File: config.mk
export PLATFORM = sky130hd
export DESIGN_NAME = tagStack
export DESIGN_NICKNAME = d
export VERILOG_FILES = /design/src/rtl/tagStackPkg.sv /design/src/rtl/tagStackCtrl.sv /design/src/rtl/tagStackData.sv /design/src/rtl/tagStack.sv
export SDC_FILE = /design/constraint.sdc
export NUM_CORES = 1
export LEC_CHECK = 0
export BUFFER_PORTS_ARGS = -buffer_cell sky130_fd_sc_hd__buf_4
export CAP_MARGIN = 15
export CORE_ASPECT_RATIO = 2
export CORE_MARGIN = 8
export CORE_UTILIZATION = 53
export DETAILED_ROUTE_END_ITERATION = 8
export GPL_TIMING_DRIVEN = 1
export PLACE_DENSITY = 0.76
export SYNTH_ARGS = -nofsm -noshare
export SYNTH_HDL_FRONTEND = slang
export SYNTH_SLANG_ARGS = --single-unit
export TNS_END_PERCENT = 20
File: constraint.sdc
create_clock -name clk -period 8.05 [get_ports clk]
set_clock_uncertainty 0.05 [all_clocks]
set_input_delay 0.805 -clock clk [delete_from_list [all_inputs] [get_ports clk]]
set_output_delay 0.805 -clock clk [all_outputs]
set_load 0.01 [all_outputs]
File: src/rtl/tagStackPkg.sv
package tagStackPkg;
  localparam int NREG  = 8;
  localparam int PTR_W = $clog2(NREG);
  localparam int EXP_W = 15;
  localparam int MAN_W = 64;
  localparam int VAL_W = 1 + EXP_W + MAN_W;
  localparam int TW_W  = 2 * NREG;

  typedef enum logic [1:0] {
    TAG_VALID   = 2'b00,
    TAG_ZERO    = 2'b01,
    TAG_SPECIAL = 2'b10,
    TAG_EMPTY   = 2'b11
  } tagE;

  typedef struct packed {
    logic             wrStb;
    logic             selPush;
    logic [PTR_W-1:0] wrAddr;
  } dpStrobeT;

  function automatic tagE classify(input logic [VAL_W-1:0] v);
    logic [EXP_W-1:0] ex;
    logic [MAN_W-1:0] mn;
    ex = v[VAL_W-2 -: EXP_W];
    mn = v[MAN_W-1:0];
    if (ex == '0 && mn == '0) return TAG_ZERO;
    else if (ex == '1)        return TAG_SPECIAL;
    else if (ex == '0)        return TAG_SPECIAL;
    else if (!mn[MAN_W-1])    return TAG_SPECIAL;
    else                      return TAG_VALID;
  endfunction
endpackage

File: src/rtl/tagStackCtrl.sv
module tagStackCtrl
  import tagStackPkg::*;
(
  input  logic             clk,
  input  logic             rstN,
  input  logic             pushEn,
  input  logic [VAL_W-1:0] pushData,
  input  logic             popEn,
  input  logic             rdEn,
  input  logic [PTR_W-1:0] rdIdx,
  input  logic             wrEn,
  input  logic [PTR_W-1:0] wrIdx,
  input  logic [VAL_W-1:0] wrData,
  input  logic             freeEn,
  input  logic [PTR_W-1:0] freeIdx,
  input  logic             tagLoadEn,
  input  logic [TW_W-1:0]  tagLoadData,
  input  logic             topLoadEn,
  input  logic [PTR_W-1:0] topLoadData,
  input  logic             flagClr,
  output dpStrobeT         strb,
  output logic [PTR_W-1:0] topQ,
  output logic [TW_W-1:0]  tagWord,
  output logic             ovfQ,
  output logic             unfQ
);
  tagE tagQ [NREG];

  logic             loadCycle, pushOk, doPop, doWr, doFree, ovfSet, unfSet;
  logic [PTR_W-1:0] pushTgt, popNext, rdAbs, wrAbs, freeAbs;

  always_comb begin
    loadCycle = tagLoadEn | topLoadEn;
    pushTgt   = topQ - PTR_W'(1);
    popNext   = topQ + PTR_W'(1);
    rdAbs     = topQ + rdIdx;
    wrAbs     = topQ + wrIdx;
    freeAbs   = topQ + freeIdx;
    pushOk    = pushEn && !loadCycle && (tagQ[pushTgt] == TAG_EMPTY);
    ovfSet    = pushEn && !loadCycle && (tagQ[pushTgt] != TAG_EMPTY);
    doPop     = popEn  && !pushEn && !loadCycle;
    doWr      = wrEn   && !pushEn && !popEn && !loadCycle;
    doFree    = freeEn && !pushEn && !popEn && !wrEn && !loadCycle;
    unfSet    = (rdEn && tagQ[rdAbs] == TAG_EMPTY) ||
                (doPop && tagQ[topQ] == TAG_EMPTY);
    strb.wrStb   = pushOk | doWr;
    strb.selPush = pushOk;
    strb.wrAddr  = pushOk ? pushTgt : wrAbs;
  end

  always_ff @(posedge clk) begin
    if (!rstN) begin
      topQ <= '0;
      for (int k = 0; k < NREG; k++) tagQ[k] <= TAG_EMPTY;
      ovfQ <= 1'b0;
      unfQ <= 1'b0;
    end else begin
      if (topLoadEn)   topQ <= topLoadData;
      else if (pushOk) topQ <= pushTgt;
      else if (doPop)  topQ <= popNext;

      if (tagLoadEn) begin
        for (int k = 0; k < NREG; k++) tagQ[k] <= tagE'(tagLoadData[2*k +: 2]);
      end else if (pushOk) tagQ[pushTgt] <= classify(pushData);
      else if (doPop)      tagQ[topQ]    <= TAG_EMPTY;
      else if (doWr)       tagQ[wrAbs]   <= classify(wrData);
      else if (doFree)     tagQ[freeAbs] <= TAG_EMPTY;

      ovfQ <= ovfSet | (ovfQ & ~flagClr);
      unfQ <= unfSet | (unfQ & ~flagClr);
    end
  end

  for (genvar g = 0; g < NREG; g++) begin : gTagPack
    assign tagWord[2*g +: 2] = tagQ[g];
  end
endmodule

File: src/rtl/tagStackData.sv
module tagStackData
  import tagStackPkg::*;
(
  input  logic             clk,
  input  dpStrobeT         strb,
  input  logic [VAL_W-1:0] pushData,
  input  logic [VAL_W-1:0] wrData,
  input  logic [PTR_W-1:0] topQ,
  input  logic [PTR_W-1:0] rdIdx,
  output logic [VAL_W-1:0] rdData,
  output logic [VAL_W-1:0] popData
);
  logic [VAL_W-1:0] regQ [NREG];
  logic [PTR_W-1:0] rdAbs;

  always_ff @(posedge clk) begin
    if (strb.wrStb) regQ[strb.wrAddr] <= strb.selPush ? pushData : wrData;
  end

  always_comb begin
    rdAbs   = topQ + rdIdx;
    rdData  = regQ[rdAbs];
    popData = regQ[topQ];
  end
endmodule

File: src/rtl/tagStack.sv
module tagStack
  import tagStackPkg::*;
(
  input  logic             clk,
  input  logic             rstN,
  input  logic             pushEn,
  input  logic [VAL_W-1:0] pushData,
  input  logic             popEn,
  output logic [VAL_W-1:0] popData,
  input  logic             rdEn,
  input  logic [PTR_W-1:0] rdIdx,
  output logic [VAL_W-1:0] rdData,
  input  logic             wrEn,
  input  logic [PTR_W-1:0] wrIdx,
  input  logic [VAL_W-1:0] wrData,
  input  logic             freeEn,
  input  logic [PTR_W-1:0] freeIdx,
  input  logic             tagLoadEn,
  input  logic [TW_W-1:0]  tagLoadData,
  input  logic             topLoadEn,
  input  logic [PTR_W-1:0] topLoadData,
  input  logic             flagClr,
  output logic [TW_W-1:0]  tagWord,
  output logic [PTR_W-1:0] top,
  output logic             overflow,
  output logic             underflow
);
  dpStrobeT strb;

  tagStackCtrl u_ctrl (
    .clk(clk), .rstN(rstN), .pushEn(pushEn), .pushData(pushData), .popEn(popEn),
    .rdEn(rdEn), .rdIdx(rdIdx), .wrEn(wrEn), .wrIdx(wrIdx), .wrData(wrData),
    .freeEn(freeEn), .freeIdx(freeIdx), .tagLoadEn(tagLoadEn),
    .tagLoadData(tagLoadData), .topLoadEn(topLoadEn), .topLoadData(topLoadData),
    .flagClr(flagClr), .strb(strb), .topQ(top), .tagWord(tagWord),
    .ovfQ(overflow), .unfQ(underflow)
  );

  tagStackData u_data (
    .clk(clk), .strb(strb), .pushData(pushData), .wrData(wrData), .topQ(top),
    .rdIdx(rdIdx), .rdData(rdData), .popData(popData)
  );
endmodule

==> results of run 1 <==
==> synthesized netlist by cell type (all sizes together), types with 5 or more instances <==
cell type  count  area [sq um]
dfxtp          8         160.2
nand2b         5         38.78
clkbuf        57         214.0
a211o          5         43.79
ha             5         62.56
edfxtp       656         19700
buf           50         231.5
nand3          9         45.04
o21ai          8         40.04
inv            5         18.77
nor2          27         103.9
nor4          39         244.0
mux2         241          2714
mux2i          8         105.1
nand2         20         75.07
a31oi         14         87.58
a21oi         11         66.32
nor3          12         70.07
nand4         15         93.84
mux4         326          7342
==> worst max-delay path by stage <==
stage / from / endpoint / cells past startpoint
after CTS: u_ctrl.topQ[0]$_SDFFE_PN0N_ / rdData[15] / 5
after detailed placement: u_ctrl.topQ[0]$_SDFFE_PN0N_ / u_data.regQ[3][79]$_DFFE_PP_ / 10
after floorplan: u_ctrl.topQ[0]$_SDFFE_PN0N_ / u_data.regQ[0][0]$_DFFE_PP_ / 8
after global placement: u_ctrl.topQ[0]$_SDFFE_PN0N_ / u_data.regQ[3][79]$_DFFE_PP_ / 10
final: u_ctrl.topQ[0]$_SDFFE_PN0N_ / u_data.regQ[3][65]$_DFFE_PP_ / 10
after global routing: u_ctrl.topQ[0]$_SDFFE_PN0N_ / u_data.regQ[3][65]$_DFFE_PP_ / 10
==> cells in the final DEF, fill, tap and decap left out, drive strengths merged, types with 9 or more instances in the layout <==
cell type,synthesis,routed
nand2,20,20
nor3,12,12
nand3,9,9
buf,50,410
a21oi,11,11
clkbuf,57,71
mux4,326,326
nor4,39,39
edfxtp,656,656
nor2,27,27
mux2,241,241
a31oi,14,14
clkinv,1,22
inv,5,9
nand4,15,15
==> cell type report <==
class | count | area (sq um)
Timing Repair Buffer | 410 | 3115
Clock inverter | 36 | 427.9
Multi-Input combinational cell | 799 | 11760
Antenna cell | 4 | 10.01
Tap cell | 774 | 968.4
Inverter | 6 | 22.52
Clock buffer | 71 | 1489
Fill cell | 4206 | 22080
Sequential cell | 664 | 19870
==> layer usage <==
| metal | part of all wire, % | wire, um | vias up |
|---|---|---|---|
| met5 | 0.014 | 13 | - |
| met4 | 4.1 | 3840 | 2 |
| met3 | 9.2 | 8659 | 195 |
| met2 | 50 | 47610 | 1203 |
| met1 | 36 | 34180 | 9930 |
| li1 | - | - | 7584 |
==> sequential cells by signal (all words and copies together) (netlist names), named ones only <==
register / flops
u_ctrl.topQ: 3
u_ctrl.ovfQ: 1
u_ctrl.tagQ: 16
u_ctrl.unfQ: 1
u_data.regQ: 640
==> cell families (layout without fill, tap and decap cells) <==
logic type	Yosys count	in the layout	share of synthesized area, %
adders and majority gates	8	8	0.3837
DFF	664	664	62.14
other	0	4	0
muxes	575	575	31.79
xor gates and xnor gates	7	7	0.1918
AOI/OAI and AO/OA	59	59	1.288
buffers and inverters	113	523	1.464
and+or+nand+nor	150	150	2.744
==> power by group through the flow <==
stage / registers [mW] / logic [mW] / clock network, mW
after detailed placement: 4.06 / 1.97 / 0
final: 3.99 / 1.96 / 2.84
after global routing: 3.99 / 2.07 / 2.99
after global placement: 4.06 / 1.95 / 0
after CTS: 3.99 / 1.98 / 2.87
after floorplan: 4.01 / 1.20 / 0
==> per-stage QoR <==
stage,utilization (%),worst slack [ns]
2_1_floorplan,-,-0.7414
3_3_place_gp,59.81,3.324
3_5_place_dp,59.81,3.192
4_1_cts,63.02,3.210
5_1_grt,63.02,3.000
6_report,63.04,3.173
==> worst max-delay path: stages (launching register included) <==
cell      delay, ns
dfxtp_1        0.55
clkinv_1       0.39
ha_1           0.37
xor2_1         0.35
mux4_2         0.61
mux2_2         0.36
o31ai_1        0.34
o21ai_0        0.29
nor3_2         0.20
buf_4          0.47
buf_4          0.50
==> out/summary.md, run 1 <==
The run finished with clean final reports. In this run, flip-flops and latches consume 45.4% of the power. The TritonCTS buffer count is 57, and the worst path arrival time is 5.10 ns.

The logs give 0 for the number of pins with negative max-slew slack in the final report and 1774 for the number of DRC markers after the initial detailed-route iteration. The number of placed instances, taps included, is 2653. The die covers 68890 sq um. Power spread over the standard cell area amounts to 233.3 nW/um^2.

Buffer type at the clock tree root: clkbuf_16. The run gives 8.28 ns as the critical path data required time. After detailed routing, the total wire length is 94300 um. Setup repair after global routing left no endpoint under its margin. In the global route stage, met1 resource usage came out at 33.85%.

The setup check on the worst reg-to-reg path leaves a slack of 3.17 ns. Once the floorplan was initialized, standard cells occupied 53.49% of the core. Global-route total usage across every layer: 27.15%.

In this run switching power makes up 26.24% of total power. Type of the worst min-delay path: in2reg. The type of element launching the critical path was a flop. The startpoint of the lowest-slack hold path was rdEn. The logs give 2.306 mW for the switching power of the nets and 45.72% for the met2 track utilization from global routing. Of the total power, combinational logic draws 22.3%. The synthesized design contains 656 enable-type register cells. Dividing the final minimum period by the clock period gives 60.58%. The die height is 363.3 um, and the count of nets after finishing is 2144. The worst ir drop on vdd is 207.1 uV, and the clock sink count is 664. Using the TritonRoute via totals, the vias-per-cell ratio works out to 6.843. The endpoint class of the critical path was a flop. The endpoint identified for the worst register-to-register timing path is u_data.regQ[3][65]$_DFFE_PP_.

The area of the placeable core was 59750 sq um. The share of cells above drive strength 1 works out to 54.98%. Summed over all cells, the static leakage comes to 12.29 nW. Proportion of power drawn by the clock network: 32.3%. The yosys synthesis warning count was 0; the final cell count without fillers was 2764. The logs give 31960 sq um for the cell area after synthesis and 0 for the hold buffer count at cts. The worst reg-to-reg path cell count works out to 10. The post-layout instance area is 37660 sq um. The floorplan has 127 rows.

At the pin with the least slew margin, the transition time is 1.208 ns. The tools report the final HPWL from detailed placement as 63080 um. Global routing finished with a remaining overflow of 0.

In this run the tool buffered the top-level ports with 378 buffer cells. The worst hold slack after final layout was 0.4442 ns; the mean cell area of the mapped netlist was 20.28 sq um. The total power was 8.785 mW; the final setup violation count was 0. The logs give 205.1 MHz for the maximum clock frequency and 60 for the distinct cell type count of the synthesized netlist. The worst pin sits at a relative slew slack of 18.76%. The via count of the first global-routing pass was 20460; the number of primary I/O pins was 379. Routability-driven placement finished with a final weighted congestion of 0.9393. The minimum period implied by the final worst setup slack works out to 4.877 ns.

The met3 demand-to-capacity share in global routing was 6.120%; the global-route wire length before repair was 137100 um. After global routing, the most crowded layer is met2. The clock transition at the registers of the reported paths was 0.06 ns; the final count of hold timing violations was 0. In the routed design, unresolved DRC markers number 0.

After routing, the total negative slack on setup checks comes to 0 ns. The startpoint of the worst register-to-register path is u_ctrl.topQ[0]$_SDFFE_PN0N_. The worst hold path was traced through 3 stages. Buffers added to address setup during post-CTS repair amount to 0. The max-capacitance violation count was 0; the maximum buffer depth of the clock tree was 3. Synthesis handed over a netlist of 1576 instances. The post-cts resize count is 0. For this block, the via count after detailed routing is 18910. The first detailed-routing pass ran for 8 iterations.

The number of nets handed over by synthesis was 1782. Of all flip-flops after synthesis, the portion carrying an async set or reset was 0%. The count of nets left with antenna violations once routing finished came out at 0. The logs give 163 for the maximum number of pins on one net before global-route repair and 35740 sq um for the instance area after placement. The register bit count reported by yosys was 664. Clock latency on the worst-skew pair, taken at its later pin, is 0.61 ns. The die is 189.6 um wide.

Of all nets on the critical path, the largest fanout is 28. Compared with the post-synthesis result, the final layout area differs by 17.84%. The most used flip-flop cell after synthesis is edfxtp_1. Kind of critical path: reg2reg. The run gives 3 as the number of antenna violations at the first check in global routing.

The worst hold path terminates at u_ctrl.unfQ$_SDFF_PN0_. Sequential elements use 62.14% of the synthesized area. TritonCTS built the clock tree.

In the final routed layout, each cell accounts on average for 34.12 um. The total internal power was 6.479 mW; the H-tree depth reported by CTS was 2.
Power figures use the tool's default switching activity.
==> run 2, diff against run 1 <==
- CORE_UTILIZATION: 53 -> 59
- PLACE_DENSITY: 0.76 -> 0.81
- clock period: 8.05 -> 4.7 ns (I/O delays scaled with it)
==> out/summary.md, run 2 (synthesis gave the netlist of run 1 again) <==
Area growth from synthesis to final layout: 18.50%. The flow ran to the end, and the final reports show no timing, DRC or antenna violations. The number of setup buffers added after CTS came out at 0. The clock transition at the registers of the reported paths is 0.07 ns, and the total power is 14.94 mW.

In this run the deepest clock path goes through 3 buffers. The total area inside the core boundary comes to 53600 sq um. Summed over all layers, the routed wires come to 95340 um. The largest registers in the layout are u_data.regQ (640), u_ctrl.tagQ (16), u_ctrl.topQ (3).

Across the run, the number of max-cap violations was 0. The worst setup path endpoint was rdData[1]. The logs give 138300 um for the global-route wire length before repair and 70.66% for the final core utilization. The H-tree generated during clock tree synthesis spans 2 levels. The library cells used most frequently in the layout, excluding fill and tap cells, are edfxtp_1, buf_4, mux4_2, mux2_2, clkbuf_16. By startpoint and endpoint, the worst setup path is classified as reg2out.

TritonCTS built the clock tree. Most common cell after layout, fill and taps aside: edfxtp_1. The register with the most flip-flops was u_data.regQ.

For the flop-to-flop setup slack, the log shows 0.87 ns. At the end of routability-driven placement, the weighted congestion stood at 0.9384. The clock net in this run drives a total of 664 sinks. The logs give 0 for the number of pins with negative max-slew slack in the final report and 2109 for the number of DRC markers after the initial detailed-route iteration. Based on the critical path, the design can be clocked at up to 245.3 MHz. The count of buffers added on input and output ports is 378. The clock reaches the later pin of the worst-skew pair after 0.59 ns.

From left edge to right edge, the die measures 180.6 um. Once the floorplan was initialized, standard cells occupied 59.63% of the core. Type of the worst min-delay path: in2reg. The number of primary I/O pins came out at 379. The worst setup path is captured at a primary output. For the TritonCTS buffer count, the log shows 53. The count of nets left with antenna violations once routing finished came out at 0. From bottom edge to top edge, the die measures 345.2 um. The top fanout value on the critical path works out to 41.

The worst hold path stage count came out at 3. The final setup violation count was 0; the worst setup slack after placement was 0.8905 ns. The smallest setup slack after layout was 0.6233 ns; the post-layout instance area was 37870 sq um. In this run the power density over the cells is 394.6 nW/um^2. The tools report the type of element launching the critical path as a flop.

The total overflow left after global routing is 0. The HPWL after detailed placement is 65590 um. Tracing the worst setup path back leads to its startpoint at u_ctrl.topQ[0]$_SDFFE_PN0N_. The number of flip-flops in the largest register is 640. The tools report the buffer type at the clock tree root as clkbuf_16. Via count: 19160. The first TritonRoute pass finished after 5 iterations. The number of antenna violations at the first check in global routing was 11; the final count of hold timing violations was 0.

The share of cells above drive strength 1 works out to 55.76%. At the pin with the least slew margin, the transition time is 1.109 ns. STA puts the critical path data required time at 4.18 ns.

VDD sags by at most 338.4 uV. The startpoint of the worst register-to-register path is u_ctrl.topQ[0]$_SDFFE_PN0N_. Using the TritonRoute via totals, the vias-per-cell ratio works out to 7.181. The routed wirelength normalized by instance count was 35.74 um. The via count of the first global-routing pass was 20700; the global-route total usage across every layer was 30.39%. Data on the critical path arrives at its endpoint at 3.56 ns. The worst path needs 4.077 ns of the cycle, external delays included.

For the count of nets after finishing, the log shows 2156. The final critical-path share of the clock period was 86.74%; the worst slew margin relative to its limit was 25.39%. Entering global routing, the biggest net connects 64 pins.

The initialized floorplan defines 120 standard-cell rows. Setup repair after global routing left no endpoint under its margin. The destination of the worst register-to-register timing path is u_data.regQ[7][3]$_DFFE_PP_. The post-cts resize count is 0, and the worst reg-to-reg path cell count is 9. The layout has 3243 filler cells.

Summing all placed instances gives a cell area of 36080 sq um. The area of the die came out at 62330 sq um. Summed over all failing endpoints, the final setup total negative slack is 0 ns.

The number of remaining DRC errors came out at 0. The logs give 12.39 nW for the standby leakage power and 0 for the hold buffer count at cts.
-- run 2: stage by stage --
| stage | hold WS [ns] | std cells |
|---|---|---|
| global route | 0.1139 | 2660 |
| detailed placement | 0.4653 | 2566 |
| global placement | 0.4850 | 2566 |
| CTS | 0.08238 | 2660 |
| floorplan | 0.5019 | 1576 |
| finish | 0.1223 | 2668 |
-- run 2: final cells by class --
type | count | area [sq um] | area share [%]
Inverter | 6 | 27.53 | 0.07268
Antenna cell | 8 | 20.02 | 0.05286
Multi-Input combinational cell | 799 | 11840 | 31.26
Timing Repair Buffer | 426 | 3498 | 9.237
Clock inverter | 32 | 379.1 | 1.001
Tap cell | 671 | 839.6 | 2.217
Clock buffer | 62 | 1391 | 3.674
Sequential cell | 664 | 19880 | 52.48
-- run 2: how the worst min path moves through the flow --
| stage | to | from | slack [ns] |
|---|---|---|---|
| 6_report | u_ctrl.unfQ$_SDFF_PN0_ | rdEn | 0.12 |
| 5_1_grt | u_ctrl.unfQ$_SDFF_PN0_ | rdEn | 0.11 |
| 4_1_cts | u_ctrl.unfQ$_SDFF_PN0_ | rdEn | 0.08 |
| 3_5_place_dp | u_ctrl.ovfQ$_SDFF_PN0_ | u_ctrl.ovfQ$_SDFF_PN0_ | 0.47 |
| 3_3_place_gp | u_ctrl.ovfQ$_SDFF_PN0_ | u_ctrl.ovfQ$_SDFF_PN0_ | 0.48 |
| 2_1_floorplan | u_ctrl.ovfQ$_SDFF_PN0_ | u_ctrl.ovfQ$_SDFF_PN0_ | 0.50 |
-- run 2: routing by layer --
| metal | track usage, % | routed length (um) |
|---|---|---|
| met2 | 52.39 | 48960 |
| met4 | 14.16 | 4693 |
| met1 | 36.19 | 32490 |
| met3 | 6.500 | 9125 |
| met5 | 0 | 69 |
-- run 2: power breakdown --
part | switching (mW) | internal [mW]
Clock | 2.05 | 2.56
Sequential | 0.123 | 6.69
Combinational | 1.76 | 1.76
Total | 3.93 | 11.0
-- run 2: critical path, stage by stage, from the launching register on --
cell and delay [ns]:
dfxtp_4 0.40, ha_4 0.17, fa_4 0.42, xor2_1 0.18, xnor2_2 0.25, buf_12 0.31
buf_4 0.34, mux4_2 0.35, mux2_2 0.33, buf_4 0.16
